`src/rtl/thresh_fifo_pkg.sv`:
```
package thresh_fifo_pkg;
  localparam int NUM_FLAGS = 4;
  localparam int FLAG_FULL  = 0;
  localparam int FLAG_EMPTY = 1;
  localparam int FLAG_LOW   = 2;
  localparam int FLAG_HIGH  = 3;

  typedef struct packed {
    logic push;
    logic pop;
  } fifoStrobeT;
endpackage

```
`src/rtl/thresh_fifo_ctrl.sv`:
```
module thresh_fifo_ctrl
  import thresh_fifo_pkg::*;
#(
  parameter int DEPTH = 128,
  localparam int AW = $clog2(DEPTH),
  localparam int CW = AW + 1
) (
  input  logic          clk,
  input  logic          rst,
  input  logic          wrEn,
  input  logic          rdEn,
  input  logic          dmaEnable,
  output fifoStrobeT    strobe,
  output logic [AW-1:0] wrAddr,
  output logic [AW-1:0] rdAddr,
  output logic [CW-1:0] fillLevel,
  output logic          full,
  output logic          empty,
  output logic          dmaReq,
  output logic          overflowErr,
  output logic          underflowErr
);
  localparam logic [CW-1:0] DEPTH_C = CW'(DEPTH);

  logic [CW-1:0] count;
  logic [AW-1:0] wrPtr, rdPtr;

  assign full  = (count == DEPTH_C);
  assign empty = (count == '0);

  // a write is taken only with room, a read only with data
  always_comb begin
    strobe.push = wrEn & ~full;
    strobe.pop  = rdEn & ~empty;
  end

  always_ff @(posedge clk) begin
    if (rst) begin
      count        <= '0;
      wrPtr        <= '0;
      rdPtr        <= '0;
      overflowErr  <= 1'b0;
      underflowErr <= 1'b0;
    end else begin
      if (strobe.push) wrPtr <= wrPtr + 1'b1;
      if (strobe.pop)  rdPtr <= rdPtr + 1'b1;
      case ({strobe.push, strobe.pop})
        2'b10:   count <= count + 1'b1;
        2'b01:   count <= count - 1'b1;
        default: count <= count;
      endcase
      if (wrEn && full)  overflowErr  <= 1'b1;
      if (rdEn && empty) underflowErr <= 1'b1;
    end
  end

  assign wrAddr    = wrPtr;
  assign rdAddr    = rdPtr;
  assign fillLevel = count;
  assign dmaReq    = dmaEnable & ~full;
endmodule

```
`src/rtl/thresh_fifo_dpath.sv`:
```
module thresh_fifo_dpath
  import thresh_fifo_pkg::*;
#(
  parameter int DATA_W = 32,
  parameter int DEPTH  = 128,
  localparam int AW = $clog2(DEPTH)
) (
  input  logic              clk,
  input  logic              rst,
  input  fifoStrobeT        strobe,
  input  logic [AW-1:0]     wrAddr,
  input  logic [AW-1:0]     rdAddr,
  input  logic [DATA_W-1:0] wrData,
  output logic [DATA_W-1:0] rdData
);
  logic [DATA_W-1:0] mem [DEPTH];
  logic [DATA_W-1:0] rdReg;

  always_ff @(posedge clk) begin
    if (strobe.push) mem[wrAddr] <= wrData;
  end

  // read word is held when no read is accepted
  always_ff @(posedge clk) begin
    if (rst)             rdReg <= '0;
    else if (strobe.pop) rdReg <= mem[rdAddr];
  end

  assign rdData = rdReg;
endmodule

```
`src/rtl/thresh_fifo_flags.sv`:
```
module thresh_fifo_flags
  import thresh_fifo_pkg::*;
#(
  parameter int DEPTH = 128,
  localparam int CW = $clog2(DEPTH) + 1
) (
  input  logic                 clk,
  input  logic                 rst,
  input  logic [CW-1:0]        fillLevel,
  input  logic                 full,
  input  logic                 empty,
  input  logic [CW-1:0]        lowLimit,
  input  logic [CW-1:0]        highLimit,
  input  logic [NUM_FLAGS-1:0] flagClr,
  input  logic [NUM_FLAGS-1:0] irqEnable,
  output logic [NUM_FLAGS-1:0] flagStatus,
  output logic                 irq
);
  logic [NUM_FLAGS-1:0] cond;
  logic [NUM_FLAGS-1:0] flagReg;

  always_comb begin
    cond            = '0;
    cond[FLAG_FULL]  = full;
    cond[FLAG_EMPTY] = empty;
    cond[FLAG_LOW]   = (fillLevel <= lowLimit);
    cond[FLAG_HIGH]  = (fillLevel >= highLimit);
  end

  for (genvar i = 0; i < NUM_FLAGS; i++) begin : g_flag
    always_ff @(posedge clk) begin
      if (rst)             flagReg[i] <= 1'b0;
      else if (flagClr[i]) flagReg[i] <= 1'b0;
      else if (cond[i])    flagReg[i] <= 1'b1;
    end
  end

  assign flagStatus = flagReg;
  assign irq        = |(flagReg & irqEnable);
endmodule

```
`src/rtl/thresh_fifo.sv`:
```
module thresh_fifo
  import thresh_fifo_pkg::*;
#(
  parameter int DATA_W = 32,
  parameter int DEPTH  = 128,
  localparam int AW = $clog2(DEPTH),
  localparam int CW = AW + 1
) (
  input  logic              clk,
  input  logic              rst,
  input  logic              wrEn,
  input  logic [DATA_W-1:0] wrData,
  input  logic              rdEn,
  output logic [DATA_W-1:0] rdData,
  output logic [CW-1:0]     fillLevel,
  output logic              full,
  output logic              empty,
  input  logic [CW-1:0]     lowLimit,
  input  logic [CW-1:0]     highLimit,
  input  logic [3:0]        flagClr,
  input  logic [3:0]        irqEnable,
  output logic [3:0]        flagStatus,
  output logic              irq,
  input  logic              dmaEnable,
  output logic              dmaReq,
  output logic              overflowErr,
  output logic              underflowErr
);
  fifoStrobeT    strobe;
  logic [AW-1:0] wrAddr, rdAddr;

  thresh_fifo_ctrl #(.DEPTH(DEPTH)) u_ctrl (
    .clk(clk), .rst(rst), .wrEn(wrEn), .rdEn(rdEn), .dmaEnable(dmaEnable),
    .strobe(strobe), .wrAddr(wrAddr), .rdAddr(rdAddr), .fillLevel(fillLevel),
    .full(full), .empty(empty), .dmaReq(dmaReq),
    .overflowErr(overflowErr), .underflowErr(underflowErr)
  );

  thresh_fifo_dpath #(.DATA_W(DATA_W), .DEPTH(DEPTH)) u_dpath (
    .clk(clk), .rst(rst), .strobe(strobe), .wrAddr(wrAddr), .rdAddr(rdAddr),
    .wrData(wrData), .rdData(rdData)
  );

  thresh_fifo_flags #(.DEPTH(DEPTH)) u_flags (
    .clk(clk), .rst(rst), .fillLevel(fillLevel), .full(full), .empty(empty),
    .lowLimit(lowLimit), .highLimit(highLimit), .flagClr(flagClr),
    .irqEnable(irqEnable), .flagStatus(flagStatus), .irq(irq)
  );
endmodule

```
`config.mk`:
```
export PLATFORM = sky130hd
export DESIGN_NAME = thresh_fifo
export DESIGN_NICKNAME = d
export VERILOG_FILES = /design/src/rtl/thresh_fifo_pkg.sv /design/src/rtl/thresh_fifo_ctrl.sv /design/src/rtl/thresh_fifo_dpath.sv /design/src/rtl/thresh_fifo_flags.sv /design/src/rtl/thresh_fifo.sv
export SDC_FILE = /design/constraint.sdc
export NUM_CORES = 2
export LEC_CHECK = 0
export BUFFER_PORTS_ARGS = -buffer_cell sky130_fd_sc_hd__buf_2
export CAP_MARGIN = 25
export CORE_UTILIZATION = 36
export DETAILED_ROUTE_END_ITERATION = 10
export GPL_ROUTABILITY_DRIVEN = 0
export PLACE_DENSITY_LB_ADDON = 0.15
export SYNTH_ARGS = -nofsm -noshare
export SYNTH_HDL_FRONTEND = slang
export SYNTH_SLANG_ARGS = --single-unit
```
`constraint.sdc`:
```
create_clock -name clk -period 6.3 [get_ports clk]
set_input_delay 1.26 -clock clk [delete_from_list [all_inputs] [get_ports clk]]
set_output_delay 1.26 -clock clk [all_outputs]
set_load 0.005 [all_outputs]
```
Word level (Yosys, flattened, before mapping)
Memories as Yosys holds them, arrays and structs flattened. A register that Yosys moved wholly into a read port is not among the register bits.
Cells that the tools add are included.
Widths: inputs -> output; s select.
{"block": "classes", "n_reduce_logical": 9, "magnitude_cmp": 2, "mux": 3, "addsub": 4, "n_bitwise": 6, "eq_ne": 3}
{"cell": "$pmux 8 s2", "n": 1}
{"cell": "$add 7x1->7 const B", "n": 2}
{"cell": "$add 8x1->8 const B", "n": 1}
{"cell": "$eq 8x8->1 const B", "n": 1}
{"cell": "$ge 8x8->1", "n": 1}
{"cell": "$le 8x8->1", "n": 1}
{"cell": "$logic_not 8->1", "n": 1}
{"cell": "$reduce_or 2->1", "n": 4}
{"cell": "$sub 8x1->8 const B", "n": 1}
{"cell": "$and 4x4->4", "n": 1}
{"cell": "$reduce_or 4->1", "n": 1}
{"cell": "$and 1x1->1", "n": 3}
{"cell": "$eq 2x1->1 const B", "n": 1}
{"cell": "$eq 2x2->1 const B", "n": 1}
{"cell": "$logic_and 1x1->1", "n": 2}
{"cell": "$mux 1", "n": 2}
{"cell": "$not 1->1", "n": 2}
{"cell": "$reduce_bool 2->1", "n": 1}
{"block": "word_totals", "memories": 1, "output_inout_bits": 50, "in_bits": 61, "mem_bits_rw": 4096, "reg_bits": 28}
{"memory": "u_dpath.mem", "words": 128, "width": 32, "rd": 1, "rd_clocked_by_memory_dff": 1, "write_ports": 1, "line_no": "thresh_fifo_dpath.sv:16", "source": "logic [DATA_W-1:0] mem [DEPTH];"}

Longest topological paths before layout
{"block": "logic_depth", "word_depth": 5, "ltp_mapped": 16}

By module
From an unflattened synthesis, not the netlist that was laid out.
{"block": "hier_totals", "hier_cells": 7157, "hier_area_um2": 159837.0}
{"module": "thresh_fifo_dpath", "cells_each": 6948, "seq_area_each_um2": 123638.6, "area_per_inst_um2": 158032.8, "instances": 1}
{"module": "thresh_fifo_ctrl", "cells_each": 142, "seq_area_each_um2": 480.5, "area_per_inst_um2": 1275.0, "instances": 1}
{"module": "thresh_fifo_flags", "cells_each": 67, "seq_area_each_um2": 80.1, "area_per_inst_um2": 529.3, "instances": 1}

Worst setup path before layout
Ideal clock, no wire load.
{"block": "synth_path", "path_type": "input to register", "startpoint": "in rdEn", "endpoint": "reg u_ctrl.count[7] (netlist: u_ctrl.fillLevel[7])", "setup_slack_ps": 2162, "n_path_buf": 2, "setup_ps": 128, "t_arrival_ps": 4010, "cell_stages": 13, "t_required_ps": 6172, "path_cell_list": "nor2b_1 -> clkbuf_1 -> buf_1 -> ha_1 -> ha_1 -> a21o_1 -> a21oi_1 -> nor2b_1 -> o21a_1 -> o41ai_1 -> mux2i_1 -> xor2_1 -> nor2_1"}
{"element": "start: declaration", "line_no": "thresh_fifo.sv:13", "source": "input logic rdEn,"}
{"element": "end signal: assignment", "line_no": "thresh_fifo_ctrl.sv:48", "source": "2'b10: count <= count + 1'b1;"}
{"element": "end signal: assignment", "line_no": "thresh_fifo_ctrl.sv:49", "source": "2'b01: count <= count - 1'b1;"}
{"element": "end signal: assignment", "line_no": "thresh_fifo_ctrl.sv:50", "source": "default: count <= count;"}
{"element": "end: declaration", "line_no": "thresh_fifo_ctrl.sv:25", "source": "logic [CW-1:0] count;"}

Final worst setup path
{"block": "layout_path", "startpoint": "reg u_ctrl.count[0] (netlist: u_ctrl.fillLevel[0])", "endpoint": "mem u_dpath.mem[7][23] (enable)"}
{"block": "layout_between", "elab_chain_len": 5}
{"element": "$eq 8x8->1", "line_no": "thresh_fifo_ctrl.sv:28", "source": "assign full = (count == DEPTH_C);"}
{"element": "$not 1->1", "line_no": "thresh_fifo_ctrl.sv:33", "source": "strobe.push = wrEn & ~full;"}
{"element": "$and 1x1->1", "line_no": "thresh_fifo_ctrl.sv:33"}
{"element": "$mux 1", "line_no": "thresh_fifo_dpath.sv:20", "source": "if (strobe.push) mem[wrAddr] <= wrData;"}
{"element": "$mux 1 (not written as such)", "line_no": "thresh_fifo_dpath.sv:20"}
{"element": "end: declaration", "line_no": "thresh_fifo_dpath.sv:16"}
Every way passes these cells.

==> out/metrics.json <==
{
  "timing_hold_violations_final": {"value": 0},
  "cp-endpoint": {"value": "u_dpath.mem[7][23]$_DFFE_PP_"},
  "worst_slew_pin_slew": {"value": 1280, "unit": "ps"},
  "critPathArrivalTime": {"value": 5220, "unit": "ps"},
  "synthesis.nets": {"value": 7164},
  "areaGrowthSynthToFinish": {"value": 16.5, "unit": "%"},
  "skew": {"value": 76.2, "unit": "ps"},
  "remaining_drc_errors": {"value": 0},
  "synth.ff_latch_count": {"value": 4156},
  "dpl_worst_slack": {"value": 1150, "unit": "ps"},
  "routed_via_density": {"value": 5.66},
  "avgRoutedWirePerCell": {"value": 36.4, "unit": "µm"},
  "power.density_cell_area": {"value": 366, "unit": "nW/µm²"},
  "layout-drive-gt1-share": {"value": 0.283},
  "p_leak": {"value": 55.4, "unit": "nW"},
  "synth_area_leaders": {"value": "edfxtp_1 (77%), mux4_2 (13%), mux2i_1 (1.8%)"},
  "required_time_at_the_worst_slack_endpoint": {"value": 6960, "unit": "ps"},
  "globalRouteOverflowTotal": {"value": 0},
  "setup_viol_count_final": {"value": 0},
  "finalWirelength": {"value": 506, "unit": "mm"},
  "die_width": {"value": 666, "unit": "µm"},
  "netlist-cell-type-count": {"value": 65},
  "die_height": {"value": 666, "unit": "µm"},
  "via_count_of_the_first_global_routing_pass": {"value": 78100},
  "netSwitchingPower": {"value": 18.0, "unit": "mW"},
  "mostFrequentLayoutCell": {"value": "edfxtp_1"},
  "totalPowerFinal": {"value": 67.7, "unit": "mW"},
  "p_int": {"value": 49.7, "unit": "mW"},
  "number_of_drc_markers_after_the_initial_detailed_route_iteration": {"value": 10000},
  "timing.max_slew.rel_slack": {"value": 0.147},
  "core_region_area": {"value": 438000, "unit": "µm²"},
  "finalMaxSlewViolations": {"value": 0},
  "vias": {"value": 78600},
  "ctsHoldBuffers": {"value": 0},
  "cts_resized": {"value": 0},
  "timing.critical_path.cells": {"value": "inv_1 > nand4_1 > and2_1 > inv_1 > nor2_1 > nand3_2 > buf_4 > nor2_4 > buf_4"},
  "post-route-worst-setup-slack": {"value": 1740, "unit": "ps"},
  "vdd.ir_drop.worst": {"value": 0.000244, "unit": "V"},
  "power_frac_clock": {"value": 0.380},
  "regToRegEndpoint": {"value": "u_dpath.mem[7][23]$_DFFE_PP_"},
  "dr.pass1.iters": {"value": 5},
  "critical-path-max-stage-delay": {"value": 780, "unit": "ps"},
  "hold_path.class": {"value": "input pin to flip-flop"},
  "cts.root.buffer_cell": {"value": "clkbuf_16"},
  "syn_inst": {"value": 7077},
  "pwr-share-comb": {"value": 0.160},
  "synth_top_area_share": {"value": 0.775},
  "period_share": {"value": 0.724},
  "r2r-start": {"value": "u_ctrl.fillLevel[0]$_SDFFE_PP0P_"},
  "first_pass_grt_wire_length": {"value": 686, "unit": "mm"},
  "seqPwrFrac": {"value": 0.460},
  "synth_top_flop_cell": {"value": "edfxtp_1"},
  "floorplan.initialDensity": {"value": 0.362},
  "htree_num_levels": {"value": 5},
  "tritoncts_num_sinks": {"value": 4156},
  "critPathSlowestCell": {"value": "nand3_2"},
  "netSwitchingFraction": {"value": 0.266},
  "ys.warnings.count": {"value": 0},
  "period_minus_slack": {"value": 4560, "unit": "ps"},
  "floorplan.die_area": {"value": 444000, "unit": "µm²"},
  "yosysTopAreaCell": {"value": "edfxtp_1"},
  "number_of_placed_i_o_pins": {"value": 111},
  "synth-edff-count": {"value": 4096},
  "critical_path_depth_in_cells": {"value": 9},
  "grt_setup_unrepaired": {"value": "no"},
  "totalNegativeSetupSlack": {"value": 0, "unit": "ps"},
  "clock_latency": {"value": 1010, "unit": "ps"},
  "cts-buffers-inserted": {"value": 440},
  "tritoncts": {"value": "built"},
  "grt_max_degree": {"value": 129},
  "synth_seq_area_share": {"value": 0.782},
  "max-clock-path-buffers": {"value": 4},
  "cp_top_family": {"value": "simple AND/OR/NAND/NOR gates"},
  "crit_fanout": {"value": 18},
  "clock.fmax": {"value": 0.219, "unit": "GHz"},
  "finish.net_count": {"value": 7698},
  "syn_area": {"value": 159000, "unit": "µm²"},
  "place.port_buffers": {"value": 110},
  "rrSetupSlack": {"value": 1740, "unit": "ps"},
  "ff_latch_area": {"value": 124000, "unit": "µm²"},
  "drv_cap": {"value": 0},
  "ff2ff_path_depth": {"value": 9},
  "crit_path_start_kind": {"value": "flip-flop"},
  "critPathKind": {"value": "flip-flop to flip-flop"},
  "place_hpwl": {"value": 321, "unit": "mm"},
  "worst_setup_path_end_kind": {"value": "flip-flop"},
  "syn-mean-instance-area": {"value": 22.4, "unit": "µm²"},
  "timing.critical_path.buf_inv": {"value": 4},
  "cts_setup_buffers": {"value": 0},
  "antenna_violations_before_repair": {"value": 44},
  "postRouteAntennaNets": {"value": 0},
  "worst_setup_sp": {"value": "u_ctrl.fillLevel[0]$_SDFFE_PP0P_"},
  "status": {"value": "finished clean"},
  "gr-usage-all-layers": {"value": 0.225},
  "cts.clk_slew.worst_paths": {"value": 60, "unit": "ps"},
  "layout.cells.most_common_list": {"value": "edfxtp_1 (4096), mux4_2 (935), clkbuf_16 (448)"},
  "n_fill_cell": {"value": 37900},
  "ys_async_sr_fraction": {"value": 0},
  "placementRows": {"value": 243},
  "multi_input_area": {"value": 33300, "unit": "µm²"}
}
-- synthesized netlist by cell type, types with 43 or more instances --
| master | n |
|---|---|
| mux2i_1 | 292 |
| dfxtp_1 | 60 |
| a221oi_1 | 55 |
| a211oi_1 | 80 |
| buf_4 | 76 |
| o221ai_1 | 43 |
| o22ai_1 | 64 |
| buf_2 | 103 |
| a21oi_1 | 124 |
| mux4_2 | 935 |
| clkbuf_1 | 163 |
| nor2_1 | 214 |
| edfxtp_1 | 4096 |
| mux2_2 | 44 |
| nand2_1 | 109 |
| a22oi_1 | 185 |
-- cells by family (layout without fill, tap and decap cells) --
kind of cell,after synthesis,after routing,synth area share
DFF,4156,4156,0.782
AOI/OAI and AO/OA,713,713,0.0322
and+or+nand+nor,467,467,0.0131
muxes,1273,1273,0.154
buffers and inverters,426,1331,0.0150
xor gates and xnor gates,16,16,0.000883
other,0,22,0
adders and majority gates,26,26,0.00210
-- cell type report --
cell class,count,area share
flip-flops and latches,4156,0.672
repair buffers,498,0.0306
well taps,5880,0.0398
multi-input cells,2495,0.180
clock inverters,285,0.0148
clock buffers,528,0.0622
diodes,22,0.000298
inverters,20,0.000406
-- state kept, by name (all words and copies together) (netlist names) --
signal and flops:
u_ctrl.fillLevel 8, u_ctrl.overflowErr 1, u_ctrl.rdAddr 7, u_ctrl.underflowErr 1
u_ctrl.wrAddr 7, u_dpath.mem 4096, u_dpath.rdData 32, u_flags.flagStatus 4
-- power groups by stage --
| stage | combinational, mW | sequential (mW) | clock, mW |
|---|---|---|---|
| 2_1_floorplan | 6.50 | 31.3 | 0 |
| 3_3_place_gp | 10.9 | 31.7 | 0 |
| 3_5_place_dp | 11.0 | 31.7 | 0 |
| 4_1_cts | 11.0 | 31.1 | 26.2 |
| 5_1_grt | 11.4 | 31.1 | 27.2 |
| 6_report | 10.9 | 31.1 | 25.7 |
-- metal layers --
layer | share of wire | global-route usage | vias to the layer above
met1 | 0.43 | 0.323 | 43200
met2 | 0.46 | 0.348 | 3417
met3 | 0.082 | 0.0449 | 626
met5 | 0.000073 | 0 | -
met4 | 0.034 | 0.0659 | 6
li1 | - | - | 31400
-- worst min-delay path by stage --
stage,startpoint,end,slack [ps],cells past startpoint
after detailed placement,u_dpath.rdData[14]$_SDFFE_PP0P_,u_dpath.rdData[14]$_SDFFE_PP0P_,450,2
final,flagClr[1],u_flags.flagStatus[1]$_SDFFE_PP0P_,440,2
after floorplan,u_dpath.rdData[31]$_SDFFE_PP0P_,u_dpath.rdData[31]$_SDFFE_PP0P_,440,2
after global placement,u_dpath.rdData[14]$_SDFFE_PP0P_,u_dpath.rdData[14]$_SDFFE_PP0P_,440,2
after global routing,flagClr[0],u_flags.flagStatus[0]$_SDFFE_PP0P_,370,2
after CTS,flagClr[1],u_flags.flagStatus[1]$_SDFFE_PP0P_,350,2
-- stage by stage --
step                      cell area (µm²)  utilization  hold WS [ps]  std cells
final                              185000        0.422           438      13900
after CTS                          185000        0.421           351      13900
after detailed placement           171000        0.389           450      13000
after floorplan                    159000            -           444       7077
after global routing               185000        0.422           370      13900
after global placement             168000        0.384           442      12900
Note: power is estimated with default switching activity, not from simulation.
